[config.mk]
export PLATFORM = sky130hd
export DESIGN_NAME = pack_issue_seq
export DESIGN_NICKNAME = d
export VERILOG_FILES = /design/src/rtl/pack_issue_seq.sv
export SDC_FILE = /design/constraint.sdc
export NUM_CORES = 2
export LEC_CHECK = 0
export BUFFER_PORTS_ARGS = -buffer_cell sky130_fd_sc_hd__buf_2
export CORE_ASPECT_RATIO = 1.2
export CORE_UTILIZATION = 63
export DETAILED_ROUTE_END_ITERATION = 10
export PLACE_DENSITY = 0.8
export REMOVE_ABC_BUFFERS = 1
export SLEW_MARGIN = 20
export SYNTH_ARGS = -nofsm -noshare
export SYNTH_HDL_FRONTEND = slang
export SYNTH_SLANG_ARGS = --single-unit
[constraint.sdc]
create_clock -name clk -period 5.2 [get_ports clk]
set_clock_uncertainty 0.15 [all_clocks]
set_input_delay 0.52 -clock clk [delete_from_list [all_inputs] [get_ports clk]]
set_output_delay 0.52 -clock clk [all_outputs]
set_load 0.005 [all_outputs]
[src/rtl/pack_issue_seq.sv]
module pack_issue_seq #(
  parameter int SLOTS = 5,
  parameter int IDXW  = 5,
  parameter int INSW  = 32,
  parameter int IMMW  = 15,
  parameter int MAXPAR = 2
) (
  input  logic                        clk,
  input  logic                        rst,
  input  logic                        flush,
  input  logic                        pack_valid,
  input  logic [SLOTS*IDXW+SLOTS-1:0] pack_word,
  input  logic                        br_valid,
  input  logic                        br_taken,
  input  logic                        wr_en,
  input  logic                        wr_sel,
  input  logic [IDXW-1:0]             wr_addr,
  input  logic [INSW-1:0]             wr_data,
  output logic                        dec_valid,
  output logic [INSW-1:0]             dec_instr,
  output logic                        fetch_stall
);
  localparam int ENTRIES = 1 << IDXW;
  localparam int SW      = $clog2(SLOTS);
  localparam int FLAG0   = SLOTS * IDXW;

  typedef enum logic [1:0] {S_IDLE, S_RUN, S_WAIT} st_t;

  st_t st_q, st_d;
  logic [INSW-1:0] irf  [ENTRIES];
  logic [IMMW-1:0] immt [ENTRIES];
  logic [IDXW-1:0] idx_q [SLOTS];
  logic [IDXW-1:0] pv_q  [SLOTS];
  logic [IDXW-1:0] ld_pv [SLOTS];
  logic [SLOTS-1:0] live_q, hp_q, ld_live, ld_hp, live_d;
  logic [SLOTS-1:0] cur_oh, remaining;
  logic [SW-1:0] cur;
  logic bwd_q;

  always_ff @(posedge clk) begin
    if (wr_en && !wr_sel) irf[wr_addr] <= wr_data;
    if (wr_en && wr_sel)  immt[wr_addr] <= wr_data[IMMW-1:0];
  end

  always_comb begin : ld_dec
    logic [SW-1:0] own;
    logic own_v;
    logic [1:0] npar;
    ld_live = '0;
    ld_hp   = '0;
    own     = '0;
    own_v   = 1'b0;
    npar    = '0;
    for (int i = 0; i < SLOTS; i++) ld_pv[i] = '0;
    for (int i = 0; i < SLOTS; i++) begin
      if (pack_word[FLAG0+i]) begin
        if (32'(npar) < MAXPAR) begin
          if (own_v) begin
            ld_hp[own] = 1'b1;
            ld_pv[own] = pack_word[i*IDXW +: IDXW];
          end
          npar = npar + 2'd1;
        end
      end else if (pack_word[i*IDXW +: IDXW] != '0) begin
        ld_live[i] = 1'b1;
        own   = SW'(i);
        own_v = 1'b1;
      end
    end
  end

  always_comb begin
    cur = '0;
    for (int i = SLOTS-1; i >= 0; i--)
      if (live_q[i]) cur = SW'(i);
  end

  assign cur_oh    = live_q & (~live_q + 1'b1);
  assign remaining = live_q & ~cur_oh;

  logic [INSW-1:0] entry, ins;
  logic [1:0] kind;
  logic [IDXW-1:0] par;
  assign entry = irf[idx_q[cur]];
  assign kind  = entry[INSW-1 -: 2];
  assign par   = pv_q[cur];

  always_comb begin
    ins = entry;
    if (hp_q[cur]) begin
      case (kind)
        2'b00:   ins[INSW-3 -: IDXW] = par;
        2'b10:   ins[IMMW-1:0] = {{(IMMW-IDXW){par[IDXW-1]}}, par};
        default: ins[IMMW-1:0] = immt[par];
      endcase
    end
  end

  logic issuing, rest_any, is_br, cont, accept;
  assign issuing  = (st_q == S_RUN) && !flush;
  assign rest_any = |remaining;
  assign is_br    = (kind == 2'b10);
  assign cont     = bwd_q ? br_taken : !br_taken;

  always_comb begin
    fetch_stall = 1'b0;
    if (!flush) begin
      case (st_q)
        S_RUN:   fetch_stall = rest_any;
        S_WAIT:  fetch_stall = !br_valid || cont;
        default: fetch_stall = 1'b0;
      endcase
    end
  end

  assign accept    = pack_valid && !fetch_stall && !flush;
  assign dec_valid = issuing;
  assign dec_instr = ins;

  always_comb begin
    st_d   = st_q;
    live_d = live_q;
    case (st_q)
      S_RUN: begin
        live_d = remaining;
        if (!rest_any)  st_d = S_IDLE;
        else if (is_br) st_d = S_WAIT;
      end
      S_WAIT: if (br_valid) begin
        if (cont) st_d = S_RUN;
        else begin
          st_d   = S_IDLE;
          live_d = '0;
        end
      end
      default: ;
    endcase
    if (accept) begin
      live_d = ld_live;
      st_d   = (|ld_live) ? S_RUN : S_IDLE;
    end
    if (flush) begin
      live_d = '0;
      st_d   = S_IDLE;
    end
  end

  always_ff @(posedge clk) begin
    if (rst) begin
      st_q   <= S_IDLE;
      live_q <= '0;
      hp_q   <= '0;
      bwd_q  <= 1'b0;
    end else begin
      st_q   <= st_d;
      live_q <= live_d;
      if (flush) hp_q <= '0;
      else if (accept) hp_q <= ld_hp;
      if (issuing && is_br) bwd_q <= ins[IMMW-1];
    end
  end

  always_ff @(posedge clk) begin
    if (accept) begin
      for (int i = 0; i < SLOTS; i++) begin
        idx_q[i] <= pack_word[i*IDXW +: IDXW];
        pv_q[i]  <= ld_pv[i];
      end
    end
  end


  no_nop_issue_chk: assert property (@(posedge clk) disable iff (rst)
    dec_valid |-> (idx_q[cur] != '0));


  live_shrink_chk: assert property (@(posedge clk) disable iff (rst)
    (st_q == S_RUN && !flush && !accept) |=>
      ($countones(live_q) + 1 == $countones($past(live_q))));


  wait_quiet_chk: assert property (@(posedge clk) disable iff (rst)
    (st_q == S_WAIT) |-> !dec_valid);


  stall_release_chk: assert property (@(posedge clk) disable iff (rst)
    (dec_valid && !fetch_stall && !pack_valid) |=> !dec_valid);


  flush_clear_chk: assert property (@(posedge clk) disable iff (rst)
    flush |=> !dec_valid);


  flush_now_chk: assert property (@(posedge clk) disable iff (rst)
    flush |-> (!dec_valid && !fetch_stall));
endmodule

# Yosys cells after proc, flatten, opt, wreduce, memory -nomap -nowiden
# Memories as Yosys holds them, arrays and structs flattened.
# Cells that the tools add are included.
# totals
regBits,13
ram_bits,1554
out_inout_bits,34
word_cells,174
mem_count,4
# classes
add_sub_neg,4
order_cmp,17
eq_ne,6
mux,99
bitwise,10
reduce_logical,30
# memory_table
name,words,word_bits,read_ports,rd_clocked_by_memory_dff,write_ports,line,text
irf,32,32,1,0,1,30,logic [INSW-1:0] irf [ENTRIES];
immt,32,15,1,0,1,31,logic [IMMW-1:0] immt [ENTRIES];
idx_q,5,5,1,0,5,32,logic [IDXW-1:0] idx_q [SLOTS];
pv_q,5,5,1,0,5,33,logic [IDXW-1:0] pv_q [SLOTS];
# ops
cell,n
2-to-1 mux 25 bit,12
2-to-1 mux 5 bit,17
bitwise mux 25 bit,3
demux 5 bit (select 3 bit),3
2-to-1 mux 1 bit,36
case mux 15 bit (2 select lines),1
2-to-1 mux 3 bit,9
nonzero test 5 bit,5
2-to-1 mux 2 bit,10
"less-than comparator 3 x 4 -> 1 bit, second input constant",4
2-to-1 mux 15 bit,1
OR 5 bit,3
"greater-or-equal comparator 4 bit, second input constant",3
logical AND 1 bit,12
"less-than comparator 4 x 1 -> 1 bit, second input constant",3
NOT 3 -> 4 bit,3
bitwise AND 5 bit,2
NOT 5 bit,2
case mux 5 bit (2 select lines),1
OR reduction 5 bit,2
demux 1 bit (select 3 bit),3
"greater-or-equal comparator 3 x 1 -> 1 bit, second input constant",3
"less-than comparator 2 bit, second input constant",4
"adder 2 x 1 -> 2 bit, second input constant",3
other kinds (14),21

# Depth between registers and ports, before layout
# logic_depth
word_depth,20
ltp_mapped,15
ltp_nobuf,11

# Worst setup path before layout
# OpenSTA, ideal clock, no wires.
# synth_path
kind,flip-flop to flip-flop
start,register live_q[0]
end,register st_q[0]
t_arrival_ns,3.793
slack_ns,1.135
path_stages_with_launch,12
path_buffers,3
period_less_slack_ns,4.065
path_cell_list,dfxtp_1 > buf_2 > buf_2 > maj3_1 > a2bb2oi_1 > o211ai_1 > a211oi_1 > nand2b_1 > nor2_1 > clkbuf_1 > a211oi_1 > o311a_1
# synth_via
elab_chain_cells,13
elab_cells_between_ends,22
cone_classes,add/sub (1); eq/ne (3); mux (6); bitwise (4); reduce/logical (6); memory (2)
# synth_rtl
item,line,text
from (decl),35,"logic [SLOTS-1:0] live_q, hp_q, ld_live, ld_hp, live_d;"
from (signal assigned),156,live_q <= live_d;
NOT 5 bit,78,assign cur_oh = live_q & (~live_q + 1'b1);
adder 5 x 1 -> 5 bit,78,
bitwise AND 5 bit,78,
NOT 5 bit,79,assign remaining = live_q & ~cur_oh;
bitwise AND 5 bit *,79,
OR reduction 5 bit *,101,assign rest_any = |remaining;
case mux 1 bit (2 select lines) *,108,case (st_q)
2-to-1 mux 1 bit *,107,if (!flush) begin
via fetch_stall,21,output logic fetch_stall
zero test 1 bit *,116,assign accept = pack_valid && !fetch_stall && !flush;
logical AND 1 bit * (2 in a row),116,
via accept,99,"logic issuing, rest_any, is_br, cont, accept;"
!= test 4 bit (no source line) (tied with other cells),--,
AND reduction 3 bit (no source line),--,
to (signal assigned),155,st_q <= st_d;
to (decl),29,"st_t st_q, st_d;"
# Mark *: on every way through the listed nets, which the timed path passes. The rest lies on a longest branch.
# A chain may end at the register's enable or synchronous reset.

# Worst setup path after layout
# layout_path
start,register live_q[1]
end,output port dec_instr[27]
# layout_via
elab_chain_cells,7
elab_cells_between_ends,10
cone_classes,mux (6); reduce/logical (1); memory (3)
# layout_rtl
item,line,text
2-to-1 mux 3 bit * (2 in a row),75,if (live_q[i]) cur = SW'(i);
memory read (5 x 5 bit),--,
memory read (32 x 32 bit),--,
zero test 2 bit,91,case (kind)
2-to-1 mux 5 bit,91,
2-to-1 mux 5 bit *,90,if (hp_q[cur]) begin
to (decl),20,"output logic [INSW-1:0] dec_instr,"
# Mark *: on every way between the ends. The rest lies on a longest branch, timed or not. The select of a mux whose other input is x is not followed.

==> flow_summary.toml <==
[floorplanning]
die_y_um = 349
floorplan.die_area_sq_um = 102000
initial_core_util = 0.639
horizontal_die_dimension_um = 291
row_count = 126
coreArea_sq_um = 98800
floorplan.io_pins = 109

[global_routing]
grt_first_pass_wirelength_um = 252000
groute.usage.overall = 0.336
grt_pass1_vias = 41300
grt_antenna_before_repair = 7
largest_net_degree_at_the_start_of_global_routing = 132
gr-total-overflow = 0

[logic_synthesis]
synth.lib_cells_used.distinct = 80
post_synth_inst_count = 4720
ys_async_sr_fraction = 0
synth_seq_cells = 1561
synth_ff_type = "edfxtp_1"
ys_warn_count = 0
post_synth.cell_area_avg_sq_um = 13.4
synth.cell_area_sq_um = 63200
ys_seq_area_frac = 0.740
synth_enable_flop_cells = 1549

[drt]
drt_drc = 2
routed-via-count = 43000
sum_of_routed_wire_length_over_all_layers_um = 176000
detail_route.vias_per_cell = 6.81
wl_per_cell_um = 27.9
final_antenna_net_count = 0
dr.pass1.iters = 11
drt_iter0_drc = 6018

[clock_network]
clock-root-buffer = "clkbuf_16"
cts_max_level = 4
clkSinkCount = 1561
cts_inserted_buffers = 144
cts.reportedPaths.clkPinSlew_ps = 60
tritoncts_clock_tree = "done"
insertion_delay_of_the_later_clocked_pin_in_the_worst_skew_pair_ps = 750
cts.path.max_buffers = 3

[setup_path]
timing.critical_path.slowest_stage_cell = "or4b_4"
worst-endpoint-arrival_ps = 4580
required_ps = 4530
timing.critical_path.buf_inv = 6
crit_path_max_fanout = 10
critical_path.cell_chain = "or4b_4, nor2_4, o31ai_4, buf_12, buf_4, buf_12, a211oi_1, a211o_1, o22ai_1, and3b_2, inv_2, nor3_2, buf_4, nor3_4, a21oi_2, buf_2"
critPathLaunchType = "flop"
crit_path_end_kind = "output pin"
worstSetupPathDepth = 16
kind_of_cell_with_the_highest_combined_delay_on_the_critical_path = "simple AND/OR/NAND/NOR gates"
critical_path.max_stage_delay_ps = 620
kind_of_critical_path = "flop to output pin"
ff2ff_path_depth = 10

[worst_hold_path]
holdCritPathClass = "input pin to flop"
hold_path_depth = 3

[layout]
final_layout_size_suffix_gt1_frac = 0.136
layout.cells.non_filler = 6305
flow.area_growth_from_synthesis_pct = 13.8
final_nets = 4986

[placed_design]
hpwlAfterDp_um = 95100
place.detailed.instances = 5960
port-buffer-count = 108
routabilityCongestion = 0.977

[sta]
slew_headroom = 0.210
final.setup.tns_ps = -76.1
final_max_slew_viol_count = 0
setup_repair_after_global_routing_missed_its_margin = "yes"
clock.fmax_mhz = 191
final_hold_viol_count = 0
setup_ws_ps = -46.5
worstMarginPinSlew_ps = 1180
timing.final.crit_share = 1.01
final_period_minus_worst_setup_slack_ps = 5250
setup_viol = 4

[power]
power.switching_mw = 6.43
power.share.combinational = 0.099
power_switching_share = 0.238
clockPowerShare = 0.384
power_per_cell_area_nw_per_um2 = 375
internal_power_mw = 20.5
total_power_mw = 27.0
max-vdd-ir-drop_mv = 0.337
p_leak_nw = 24.5
power.share.sequential = 0.517

[run_status]
status = "finished, violations left"
violations_in_the_final_reports = "DRC, setup timing"

[job]
maxCapViolations = 0
[final timing paths]
check / from / endpoint / slack (ps)
setup / recovery: live_q[1] / dec_instr[27] / -50
hold / removal: flush / hp_q[2] / 100
setup reg to reg: live_q[0] / live_q[2] / 1200
hold reg to reg: hp_q[0] / hp_q[0] / 300
[layout by cell type (no fill, tap or decap), types with 27 or more instances in the layout]
cell type	netlist	layout
edfxtp_1	1549	1549
nand2_1	1327	1326
nand3_1	352	352
a311oi_1	255	247
buf_4	15	181
and3_1	154	154
clkbuf_16	0	154
buf_2	133	103
mux2i_1	96	96
a21oi_1	98	72
nor2_1	108	67
nor3_1	60	55
a31oi_1	50	48
nor2_4	1	37
a221oi_1	39	37
o21ai_0	35	30
a211oi_1	28	28
clkinv_1	0	28
clkinv_2	0	28
dlygate4sd3_1	0	28
clkbuf_1	156	27
[power groups by stage]
stage | sequential [mW] | combinational [mW] | clock, mW
floorplan | 14.2 | 1.68 | 0
global placement | 14.2 | 2.27 | 0
detailed placement | 14.2 | 2.34 | 0
CTS | 14.0 | 2.48 | 10.3
global route | 14.0 | 2.79 | 10.8
finish | 14.0 | 2.67 | 10.3
[metal layers]
metal / routed length, um / track usage
met1: 59000 / 0.419
met2: 85200 / 0.547
met3: 20700 / 0.0686
met4: 10700 / 0.204
met5: 70 / 0
[final cells by class]
| type | instances | area (sq um) |
|---|---|---|
| Clock inverter | 82 | 738 |
| Antenna cell | 6 | 15.0 |
| Multi-Input combinational cell | 2820 | 15700 |
| Inverter | 14 | 52.6 |
| Clock buffer | 177 | 3840 |
| Fill cell | 5771 | 27000 |
| Timing Repair Buffer | 365 | 3190 |
| Tap cell | 1280 | 1600 |
| Sequential cell | 1561 | 46800 |
[cell usage after synthesis, types with 6 or more instances]
library cell / number / area, sq um
edfxtp_1: 1549 / 46500
nand2_1: 1327 / 4980
nand3_1: 352 / 1760
a311oi_1: 255 / 2230
clkbuf_1: 156 / 586
and3_1: 154 / 963
buf_2: 133 / 666
nor2_1: 108 / 405
a21oi_1: 98 / 490
mux2i_1: 96 / 961
nor3_1: 60 / 300
a31oi_1: 50 / 313
a221oi_1: 39 / 342
o21ai_0: 35 / 175
a211oi_1: 28 / 210
buf_1: 23 / 86.3
o211ai_1: 17 / 128
o31ai_1: 17 / 128
buf_4: 15 / 113
a22oi_1: 14 / 105
nor2b_1: 14 / 87.6
inv_1: 13 / 48.8
dfxtp_1: 12 / 240
and2_1: 10 / 62.6
nand2b_1: 10 / 62.6
nand4_1: 10 / 62.6
nand3b_1: 8 / 60.1
o21bai_1: 8 / 60.1
o311ai_0: 8 / 70.1
a32oi_1: 7 / 61.3
o31a_1: 6 / 52.6
[worst register-to-register path, delay by kind of cell (launching register included)]
| kind | cells | cell delay [ps] |
|---|---|---|
| AOI/OAI and AO/OA | 6 | 2180 |
| adders and majority gates | 1 | 210 |
| buffers and inverters | 1 | 310 |
| DFF | 1 | 520 |
| and+or+nand+nor | 2 | 530 |
[kinds of logic after synthesis]
logic type,Yosys count,share of synthesized area
simple gates,2083,0.142
flops,1561,0.740
compound gates,623,0.0753
buf+inv,341,0.0238
mux,105,0.0173
fa+ha+maj,6,0.00115
xor+xnor,1,0.000139
[registers in the layout, indices dropped and copies added, names as in the netlist]
name and flops:
idx_q 25, hp_q 4, immt 480, live_q 5
pv_q 20, bwd_q 1, irf 1024, st_q 2
[metrics by stage]
stage / cell area [sq um] / hold slack [ps] / setup slack (ps) / utilization
2_1_floorplan: 61700 / 279 / -16710 / -
3_3_place_gp: 65900 / 294 / 182 / 0.666
3_5_place_dp: 65900 / 296 / 124 / 0.666
4_1_cts: 71400 / 39.6 / 6.49 / 0.722
5_1_grt: 71900 / 107 / -180 / 0.727
6_report: 71900 / 96.5 / -46.5 / 0.727
[timing repair]
item,CTS,global route
gates resized for setup,48,56
pin swaps,10,7
hold buffers,28,0
endpoints found under the setup margin,30,27
cloned,4,5
hold endpoints to repair,33,0
buffers inserted,30,12
Note: power is estimated with default switching activity, not from simulation.
